<file path="config.mk">
export PLATFORM = sky130hd
export DESIGN_NAME = bcd_rtc_core
export DESIGN_NICKNAME = d
export VERILOG_FILES = /design/src/rtl/rtc_pkg.sv /design/src/rtl/rtc_divider.sv /design/src/rtl/rtc_osc_monitor.sv /design/src/rtl/rtc_calendar.sv /design/src/rtl/bcd_rtc_core.sv
export SDC_FILE = /design/constraint.sdc
export NUM_CORES = 1
export LEC_CHECK = 0
export CORE_MARGIN = 3
export CORE_UTILIZATION = 50
export DETAILED_ROUTE_END_ITERATION = 10
export GPL_TIMING_DRIVEN = 0
export PLACE_DENSITY = 0.76
export SETUP_SLACK_MARGIN = 0.2
export SYNTH_ARGS = -nofsm -noshare
export SYNTH_HDL_FRONTEND = slang
export SYNTH_SLANG_ARGS = --single-unit
export TNS_END_PERCENT = 100
</file>
<file path="constraint.sdc">
create_clock -name clk -period 7.4 [get_ports clk]
set_input_delay 1.48 -clock clk [delete_from_list [all_inputs] [get_ports clk]]
set_output_delay 1.48 -clock clk [all_outputs]
set_load 0.005 [all_outputs]
</file>
<file path="src/rtl/rtc_pkg.sv">
package rtc_pkg;

    typedef struct packed {
        logic [7:0] sec;
        logic [7:0] min;
        logic [7:0] hour;
        logic [7:0] dow;
        logic [7:0] date;
        logic [7:0] month;
        logic [7:0] year;
    } rtc_time_t;

    typedef enum logic [2:0] {
        SEL_SEC   = 3'd0,
        SEL_MIN   = 3'd1,
        SEL_HOUR  = 3'd2,
        SEL_DOW   = 3'd3,
        SEL_DATE  = 3'd4,
        SEL_MONTH = 3'd5,
        SEL_YEAR  = 3'd6,
        SEL_CTRL  = 3'd7
    } wr_sel_e;

    localparam logic [7:0] MASK_SEC   = 8'h7F;
    localparam logic [7:0] MASK_MIN   = 8'h7F;
    localparam logic [7:0] MASK_HOUR  = 8'h7F;
    localparam logic [7:0] MASK_DOW   = 8'h07;
    localparam logic [7:0] MASK_DATE  = 8'h3F;
    localparam logic [7:0] MASK_MONTH = 8'h9F;

    localparam rtc_time_t TIME_RESET = '{sec: 8'h00, min: 8'h00, hour: 8'h00,
                                         dow: 8'h01, date: 8'h01, month: 8'h01,
                                         year: 8'h00};

    // Add one to the low BCD digit, carrying into the upper nibble.
    function automatic logic [7:0] bcd_inc(input logic [7:0] v);
        logic [7:0] r;
        if (v[3:0] == 4'h9) r = {v[7:4] + 4'h1, 4'h0};
        else                r = {v[7:4], v[3:0] + 4'h1};
        return r;
    endfunction

    // BCD year divisible by four: even tens with ones 0/4/8, odd tens with ones 2/6.
    function automatic logic is_leap(input logic tens_odd, input logic [1:0] ones_lo);
        return (ones_lo == 2'b00 && !tens_odd) || (ones_lo == 2'b10 && tens_odd);
    endfunction

    function automatic logic [5:0] last_date(input logic [4:0] mon, input logic leap);
        logic [5:0] r;
        case (mon)
            5'h02:                      r = leap ? 6'h29 : 6'h28;
            5'h04, 5'h06, 5'h09, 5'h11: r = 6'h30;
            default:                    r = 6'h31;
        endcase
        return r;
    endfunction

    // Returns {day_carry, next_hour} for either format.
    function automatic logic [8:0] hour_next(input logic [7:0] h);
        logic [7:0] n;
        logic       c;
        n = bcd_inc(h);
        c = 1'b0;
        if (h[6]) begin
            if (h[4:0] == 5'h11) begin
                n = {h[7:6], ~h[5], 5'h12};
                c = h[5];
            end else if (h[4:0] == 5'h12) begin
                n = {h[7:5], 5'h01};
            end
        end else if (h[5:0] == 6'h23) begin
            n = {h[7:6], 6'h00};
            c = 1'b1;
        end
        return {c, n};
    endfunction

endpackage

</file>
<file path="src/rtl/rtc_divider.sv">
module rtc_divider #(
    parameter int DIV_BITS = 15
) (
    input  logic clk,
    input  logic rst,
    input  logic ref_tick,
    input  logic run,
    input  logic clr,
    output logic sec_tick,
    output logic sqw
);
    localparam logic [DIV_BITS-1:0] DIV_LAST = '1;

    logic [DIV_BITS-1:0] cnt;

    always_ff @(posedge clk) begin
        if (rst || clr)
            cnt <= '0;
        else if (ref_tick && run)
            cnt <= cnt + 1'b1;
    end

    assign sec_tick = ref_tick && run && (cnt == DIV_LAST);
    assign sqw      = cnt[DIV_BITS-1];
endmodule

</file>
<file path="src/rtl/rtc_osc_monitor.sv">
module rtc_osc_monitor (
    input  logic clk,
    input  logic rst,
    input  logic osc_ok,
    input  logic ctrl_wr,
    input  logic halt_val,
    input  logic keep_flag,
    output logic halt_q,
    output logic running,
    output logic stop_flag
);
    logic run_q;

    assign running = !halt_q && osc_ok;

    always_ff @(posedge clk) begin
        if (rst) begin
            halt_q    <= 1'b0;
            run_q     <= 1'b0;
            stop_flag <= 1'b1;
        end else begin
            run_q <= running;
            if (ctrl_wr)
                halt_q <= halt_val;
            if (run_q && !running)
                stop_flag <= 1'b1;
            else if (ctrl_wr && !keep_flag)
                stop_flag <= 1'b0;
        end
    end
endmodule

</file>
<file path="src/rtl/rtc_calendar.sv">
module rtc_calendar
    import rtc_pkg::*;
(
    input  logic       clk,
    input  logic       rst,
    input  logic       sec_tick,
    input  logic       wr_en,
    input  logic [2:0] wr_sel,
    input  logic [7:0] wr_data,
    output rtc_time_t  cur
);
    rtc_time_t  nxt;
    logic [8:0] hr;
    logic       c_min, c_hr, c_day, c_mon, c_yr, c_cen;
    logic [5:0] end_date;

    always_comb begin
        nxt      = cur;
        hr       = hour_next(cur.hour);
        end_date = last_date(cur.month[4:0], is_leap(cur.year[4], cur.year[1:0]));
        c_min    = (cur.sec == 8'h59);
        c_hr     = c_min && (cur.min == 8'h59);
        c_day    = c_hr && hr[8];
        c_mon    = c_day && (cur.date[5:0] == end_date);
        c_yr     = c_mon && (cur.month[4:0] == 5'h12);
        c_cen    = c_yr && (cur.year == 8'h99);

        nxt.sec = c_min ? 8'h00 : bcd_inc(cur.sec);
        if (c_min)
            nxt.min = (cur.min == 8'h59) ? 8'h00 : bcd_inc(cur.min);
        if (c_hr)
            nxt.hour = hr[7:0];
        if (c_day) begin
            nxt.dow  = (cur.dow == 8'h07) ? 8'h01 : cur.dow + 8'h01;
            nxt.date = c_mon ? 8'h01 : bcd_inc(cur.date);
        end
        if (c_mon)
            nxt.month = c_yr ? {cur.month[7] ^ c_cen, 7'h01} : bcd_inc(cur.month);
        if (c_yr)
            nxt.year = c_cen ? 8'h00 : bcd_inc(cur.year);
    end

    always_ff @(posedge clk) begin
        if (rst) begin
            cur <= TIME_RESET;
        end else if (wr_en && wr_sel != SEL_CTRL) begin
            case (wr_sel)
                SEL_SEC:   cur.sec   <= wr_data & MASK_SEC;
                SEL_MIN:   cur.min   <= wr_data & MASK_MIN;
                SEL_HOUR:  cur.hour  <= wr_data & MASK_HOUR;
                SEL_DOW:   cur.dow   <= wr_data & MASK_DOW;
                SEL_DATE:  cur.date  <= wr_data & MASK_DATE;
                SEL_MONTH: cur.month <= wr_data & MASK_MONTH;
                default:   cur.year  <= wr_data;
            endcase
        end else if (sec_tick) begin
            cur <= nxt;
        end
    end
endmodule

</file>
<file path="src/rtl/bcd_rtc_core.sv">
module bcd_rtc_core
    import rtc_pkg::*;
#(
    parameter int DIV_BITS = 15
) (
    input  logic       clk,
    input  logic       rst,
    input  logic       ref_tick,
    input  logic       osc_ok,
    input  logic       wr_en,
    input  logic [2:0] wr_sel,
    input  logic [7:0] wr_data,
    output logic [7:0] sec_o,
    output logic [7:0] min_o,
    output logic [7:0] hour_o,
    output logic [7:0] dow_o,
    output logic [7:0] date_o,
    output logic [7:0] month_o,
    output logic [7:0] year_o,
    output logic       halt_o,
    output logic       stop_flag_o,
    output logic       sqw_o
);
    rtc_time_t tm;
    logic      running;
    logic      sec_tick;
    logic      ctrl_wr;
    logic      sec_wr;

    assign ctrl_wr = wr_en && (wr_sel == SEL_CTRL);
    assign sec_wr  = wr_en && (wr_sel == SEL_SEC);

    rtc_osc_monitor u_osc (
        .clk       (clk),
        .rst       (rst),
        .osc_ok    (osc_ok),
        .ctrl_wr   (ctrl_wr),
        .halt_val  (wr_data[7]),
        .keep_flag (wr_data[6]),
        .halt_q    (halt_o),
        .running   (running),
        .stop_flag (stop_flag_o)
    );

    rtc_divider #(.DIV_BITS(DIV_BITS)) u_div (
        .clk      (clk),
        .rst      (rst),
        .ref_tick (ref_tick),
        .run      (running),
        .clr      (sec_wr),
        .sec_tick (sec_tick),
        .sqw      (sqw_o)
    );

    rtc_calendar u_cal (
        .clk      (clk),
        .rst      (rst),
        .sec_tick (sec_tick),
        .wr_en    (wr_en),
        .wr_sel   (wr_sel),
        .wr_data  (wr_data),
        .cur      (tm)
    );

    assign sec_o   = tm.sec;
    assign min_o   = tm.min;
    assign hour_o  = tm.hour;
    assign dow_o   = tm.dow;
    assign date_o  = tm.date;
    assign month_o = tm.month;
    assign year_o  = tm.year;
endmodule

</file>
# ---- Word-level counts from Yosys, hierarchy flattened
# Index checks and enable logic that the tools add are counted.
dict set report op_classes {
  addsub 14
  mul 0
  n_div 0
  order_cmp 0
  n_eq_ne 40
  shift 0
  muxes 35
  bitwise_logic 2
  reduce_logical 51
}
# operator n
set op_table {}
lappend op_table {{$mux 8} 27}
lappend op_table {{$mux 56} 2}
lappend op_table {{$add 4x1->4 const B} 12}
lappend op_table {{$eq 4x4->1 const B} 6}
lappend op_table {{$reduce_and 3->1} 7}
lappend op_table {{$eq 5x5->1 const B} 4}
lappend op_table {{$reduce_and 4->1} 5}
lappend op_table {{$eq 8x7->1 const B} 2}
lappend op_table {{$mux 16} 1}
lappend op_table {{$add 15x1->15 const B} 1}
lappend op_table {{$eq 15x15->1 const B} 1}
lappend op_table {{$logic_and 1x1->1} 15}
lappend op_table {{$reduce_bool 3->1} 5}
lappend op_table {{$ne 2x2->1 const B} 7}
lappend op_table {{$pmux 6 s2} 1}
lappend op_table {{$reduce_bool 2->1} 6}
lappend op_table {{$eq 5x3->1 const B} 2}
lappend op_table {{$eq 3x3->1 const B} 3}
lappend op_table {{$ne 3x3->1 const B} 3}
lappend op_table {{$add 8x1->8 const B} 1}
lappend op_table {{$eq 8x3->1 const B} 1}
lappend op_table {{$eq 8x8->1 const B} 1}
lappend op_table {{$eq 3x2->1 const B} 2}
lappend op_table {{$eq 6x6->1} 1}
lappend op_table {{19 further kinds} 26}
dict set report totals {
  register_bits 74
  latch_bits 0
  mem_bits_rw 0
  mem_bits_ro 0
  out_inout_bits 59
  elab_cells 160
  n_memories 0
}

# ---- Depth between registers and ports, before layout
# Gate-level depths: netlist of run 1.
dict set report depth {
  word_depth 14
  mapped_depth 10
  mapped_depth_nobuf 9
}

# ---- By module
# Synthesis of run 1 repeated with hierarchy kept, for this count alone.
dict set report hier_totals {
  cells_unflattened 591
  hier_area_um2 4675.7
}
# module instances cells_each area_each_um2
set by_module_without_submodules {}
lappend by_module_without_submodules {rtc_calendar 1 497 3809.9}
lappend by_module_without_submodules {rtc_divider 1 82 735.7}
lappend by_module_without_submodules {rtc_osc_monitor 1 10 106.4}
lappend by_module_without_submodules {bcd_rtc_core 1 2 23.8}

# ---- Least setup slack after synthesis of run 1
# Ideal clock, no wire load.
dict set report synth_timing {
  path_kind {in2reg}
  startpoint {in ref_tick}
  endpoint {reg u_cal.cur[33] in the netlist's numbering}
  setup_ns 0.128
  arrival_ns 3.247
  t_required_ns 7.272
  path_slack_ns 4.025
  cell_stages 8
  path_cell_list {and3b_1 clkbuf_2 nand3_1 or4_1 o31ai_1 o311ai_0 o21ai_0 nor2_1}
}
dict set report synth_between {
  elab_chain_cells 4
}
# item line_no
set synth_rtl {}
lappend synth_rtl {{start: declaration} bcd_rtc_core.sv:8} ;# input logic ref_tick,
lappend synth_rtl {{$logic_and 1x1->1 (2 in series)} rtc_divider.sv:23} ;# assign sec_tick = ref_tick && run && (cnt == DIV_LAST);
lappend synth_rtl {{$reduce_bool 2->1 (no source line)} -}
lappend synth_rtl {{$reduce_and 3->1 (no source line)} -}
lappend synth_rtl {{end signal: assignment} rtc_calendar.sv:57} ;# cur <= nxt;
lappend synth_rtl {{end: declaration} rtc_calendar.sv:10} ;# output rtc_time_t cur
# Every way passes these cells.
# A chain may end at the register's enable or synchronous reset.

# ---- Worst setup path in the final report of run 1
dict set report layout_timing {
  startpoint {in wr_sel[1]}
  endpoint {reg u_cal.cur[45] in the netlist's numbering}
}
dict set report layout_between {
  elab_chain_cells 4
  word_cells_on_any_way 9
  classes_between {eq/ne (3); mux (1); reduce/logical (5)}
}
# item line_no
set layout_rtl {}
lappend layout_rtl {{start: declaration} bcd_rtc_core.sv:11} ;# input logic [2:0] wr_sel,
lappend layout_rtl {{$ne 3x3->1} rtc_calendar.sv:46} ;# end else if (wr_en && wr_sel != SEL_CTRL) begin
lappend layout_rtl {{$logic_and 1x1->1} rtc_calendar.sv:46}
lappend layout_rtl {{$ne 2x2->1 (no source line) (tied with other cells)} -}
lappend layout_rtl {{$reduce_and 4->1 (no source line)} -}
# Parallel ways exist; a longest one is shown, timed or not.

==> qor_table.md, run 1 <==
| Metric | Reported | Unit |
|---|---|---|
| Worst path buffer plus inverter count | 3 | - |
| Combinational fraction of design power | 0.120 | - |
| Multi-input logic area | 2770 | µm² |
| IO Port Bufs | 72 | - |
| DR pass1 iterations | 5 | - |
| Post-route cell area | 5500 | µm² |
| Arrival time of data at the critical path endpoint | 4.47 | ns |
| Hold Vio Cnt, Final | 0 | - |
| Final clock period utilization by the worst path | 0.568 | - |
| Total DRC errors in the routed layout | 0 | - |
| Total number of cells along the worst setup path | 9 | - |
| Iter 0 DRT Violations | 486 | - |
| P&R area growth vs syn | 23.5 | % |
| Inserted Clock Buffers | 9 | - |
| Slew at the pin closest to its max-slew limit | 1.04 | ns |
| Total nets after synthesis | 606 | - |
| Critical path data required time | 7.67 | ns |
| Number of post-CTS setup repair buffers | 0 | - |
| Proportion of total power due to net switching | 0.282 | - |
| Boundary Pins | 75 | - |
| Total overflow reported by the global router | 0 | - |
| Fin worst setup slack | 3.20 | ns |
| Final period demand of the worst path | 4.20 | ns |
| Most used cell along the critical path | sky130_fd_sc_hd__clkbuf_1 | - |
| TritonCTS clock tree | yes | - |
| HPWL after detailed placement | 10100 | µm |
| Die area | 10100 | µm² |
| Post-Route Setup TNS | 0 | ns |
| Final setup violation count | 0 | - |
| Placement-stage cell area | 5310 | µm² |
| Count of antenna-violating nets left after detailed routing | 0 | - |
| Outcome | finished, final reports clean | - |
| Final Net Count | 689 | - |
| Via count of the first global-routing pass | 4588 | - |
| Share of flip-flops with an asynchronous set or reset after synthesis | 0 | - |
| Static power due to leakage | 1.90 | nW |
| Max transition margin | 0.307 | - |
| Power share of the clock group | 0.384 | - |
| Seq. cell area | 1480 | µm² |
| Antenna cell count | 0 | - |
| DR vias/cell | 6.35 | - |
| Maximum achievable frequency | 238 | MHz |
| Worst hold path depth | 2 | - |
| Worst-path maximum fanout | 10 | - |
| Clock Tree Buf Depth | 2 | - |
| Kind of critical path | in -> reg | - |
| Clock sinks | 74 | - |
| Synth warnings | 0 | - |
| Total routing usage reported by global routing | 0.283 | - |
| Prevailing post-synth register cell | sky130_fd_sc_hd__dfxtp_1 | - |
| Clk Tree Root Cell | sky130_fd_sc_hd__clkbuf_8 | - |
| RePlAce Congestion | 0.974 | - |
| Largest stage delay, worst path | 0.57 | ns |
| Clock transition at the registers of the reported paths | 0.09 | ns |
| WL per Instance | 18.2 | µm |
| PwrDens | 152 | nW/µm² |
| Worst vdd ir | 87.1 | µV |
| Count of instances resized after the clock tree is built | 0 | - |
| Clock skew after layout | 0.00907 | ns |
| Setup repair after global routing missed its margin | false | - |
| Cells along the critical path | clkdlybuf4s50_1 > nand3_1 > and2_0 > clkbuf_1 > clkbuf_1 > nand2_1 > o21ai_0 > nor2_1 > a211oi_1 | - |
| Post-CTS Hold Buffers | 0 | - |
| Startpoint Class | input port | - |
| Average cell area after synthesis | 7.76 | µm² |
| Worst Setup Slack post-DPL | 2.95 | ns |
| Cell row count | 33 | - |
| Post-synthesis instance area | 4460 | µm² |
| Vertical die dimension | 100 | µm |
| Core Region | 8420 | µm² |
| Slowest cell on crit path | sky130_fd_sc_hd__clkdlybuf4s50_1 | - |
| Worst-skew pair later-pin latency | 0.36 | ns |
| Critical path capture point type | flop | - |
| Share of total power in sequential cells | 0.495 | - |
| Number of enable-type register cells in the synthesized netlist | 0 | - |
| Largest net degree at the start of global routing | 14 | - |
| Routed wire length | 14000 | µm |
| Number of H-tree levels | 3 | - |
| Category of cells accounting for the largest share of critical-path delay | buffers and inverters | - |
| # fillers | 740 | - |
| Reported net switching power | 0.000236 | W |
| Maximum capacitance violations | 0 | - |
| Final number of max-transition violations | 0 | - |
| Portion of the post-synthesis area used by sequential elements | 0.332 | - |
| Initial Utilization | 0.529 | - |
| Post-synthesis sequential element count | 74 | - |
| Cells after synthesis | 574 | - |
| Internal | 0.000599 | W |
| Vias | 4871 | - |
| Number of library cell types mapped by synthesis | 69 | - |
| Number of cells on the worst reg-to-reg path | 8 | - |
| Worst Hold Class | reg -> reg | - |
| Initial antenna violation count | 0 | - |
| Wire length of the first global-routing pass | 23000 | µm |
| Proportion of layout cells with a drive suffix above 1 | 0.0498 | - |
| Final core area utilization | 0.653 | - |
| Die boundary width | 100 | µm |
[cells by family after synthesis]
family / Yosys count / share of synthesized area
xor+xnor: 19 / 0.0373
mux: 9 / 0.0205
simple gates: 240 / 0.276
compound gates: 165 / 0.244
flops: 74 / 0.332
fa+ha+maj: 16 / 0.0449
buf+inv: 51 / 0.0449
[synthesized netlist by cell type (all sizes together) (5+ instances only)]
library cell  number  share of area
or3               11          0.015
mux2i              8          0.018
dfxtp             74           0.33
xor2              10          0.020
nand2b             5         0.0070
clkbuf            19          0.016
nor4               7          0.013
buf                7         0.0076
nand2             59          0.050
nor2              63          0.053
a221oi             6          0.012
inv               25          0.021
o21ai             43          0.050
xnor2              9          0.018
a21oi             46          0.052
nor3              14          0.016
nand4              9          0.013
and3               9          0.013
o32ai              9          0.018
nor3b              5         0.0084
or2                5         0.0070
ha                16          0.045
a311oi             5         0.0098
nand3             28          0.031
o211ai             7          0.012
a31oi              7         0.0098
[sequential cells by signal (all words and copies together) (netlist names)]
register	cells
u_osc.run_q	1
u_cal.cur	56
u_osc.stop_flag	1
u_div.cnt	15
u_osc.halt_q	1
[layer usage]
| layer | vias to the layer above | routed length [µm] | track usage |
|---|---|---|---|
| li1 | 2291 | - | - |
| met1 | 2312 | 5760 | 0.367 |
| met2 | 225 | 6540 | 0.457 |
| met3 | 43 | 1190 | 0.0702 |
| met4 | 0 | 476 | 0.103 |
| met5 | - | 0 | 0 |
[worst register-to-register path, delay by kind of cell (launching register included)]
kind	cells	cell delay [ns]
simple gates	4	1.07
flops	1	0.44
compound gates	3	1.14
fa+ha+maj	1	0.19
[worst paths after layout]
path | to | startpoint | slack (ns)
worst min-delay path | u_osc.stop_flag | u_osc.run_q | 0.49
worst min register to register | u_osc.stop_flag | u_osc.run_q | 0.49
worst max-delay path | u_cal.cur[45] | wr_sel[1] | 3.20
worst max register to register | u_cal.cur[33] | u_cal.cur[52] | 4.43
[power by group through the flow]
stage	sequential (W)	clock, W	combinational (W)
after floorplan	0.000421	0	0.0000552
after global placement	0.000422	0	0.0000952
after detailed placement	0.000422	0	0.0000976
after CTS	0.000413	0.000322	0.0000985
after global routing	0.000415	0.000340	0.000109
final	0.000413	0.000321	0.000100
[per-stage QoR]
step / hold slack (ns) / cells / total power (W)
after floorplan: 0.413 / 574 / 0.000476
after global placement: 0.426 / 751 / 0.000517
after detailed placement: 0.461 / 751 / 0.000520
after CTS: 0.484 / 767 / 0.000834
after global routing: 0.501 / 767 / 0.000864
final: 0.488 / 767 / 0.000834
[layout make-up]
cell class                      count  area share
Tap cell                          105      0.0239
Multi-Input combinational cell    449       0.504
Timing Repair Buffer               72       0.131
Sequential cell                    74       0.269
Clock inverter                      6      0.0123
Inverter                           25      0.0171
Clock buffer                       10      0.0232
Buffer                             26      0.0193
[layout by cell type (no fill, tap or decap), drive strengths merged, types with 8 or more instances in the layout]
| master | instances |
|---|---|
| dfxtp | 74 |
| clkdlybuf4s50 | 72 |
| nor2 | 63 |
| nand2 | 59 |
| a21oi | 46 |
| o21ai | 43 |
| clkbuf | 29 |
| nand3 | 28 |
| inv | 25 |
| ha | 16 |
| nor3 | 14 |
| or3 | 11 |
| xor2 | 10 |
| and3 | 9 |
| nand4 | 9 |
| o32ai | 9 |
| xnor2 | 9 |
| mux2i | 8 |
(Power assumes the default switching activity.)
==> run 2: changes to the inputs <==
==> constraint.sdc (replaced) <==
create_clock -name clk -period 4 [get_ports clk]
set_input_delay 0.8 -clock clk [delete_from_list [all_inputs] [get_ports clk]]
set_output_delay 0.8 -clock clk [all_outputs]
set_load 0.005 [all_outputs]
==> results of run 2 <==
Same layout as run 1 (identical final DEF). Status: finished, final reports clean.
Main changes from that run: setup slack after placement 2.95 ns -> 0.227 ns; setup slack after layout 3.20 ns -> 0.480 ns; register-to-register setup slack 4.43 ns -> 1.03 ns; total power 0.000834 W -> 0.00154 W; worst IR drop on VDD 87.1 µV -> 161 µV
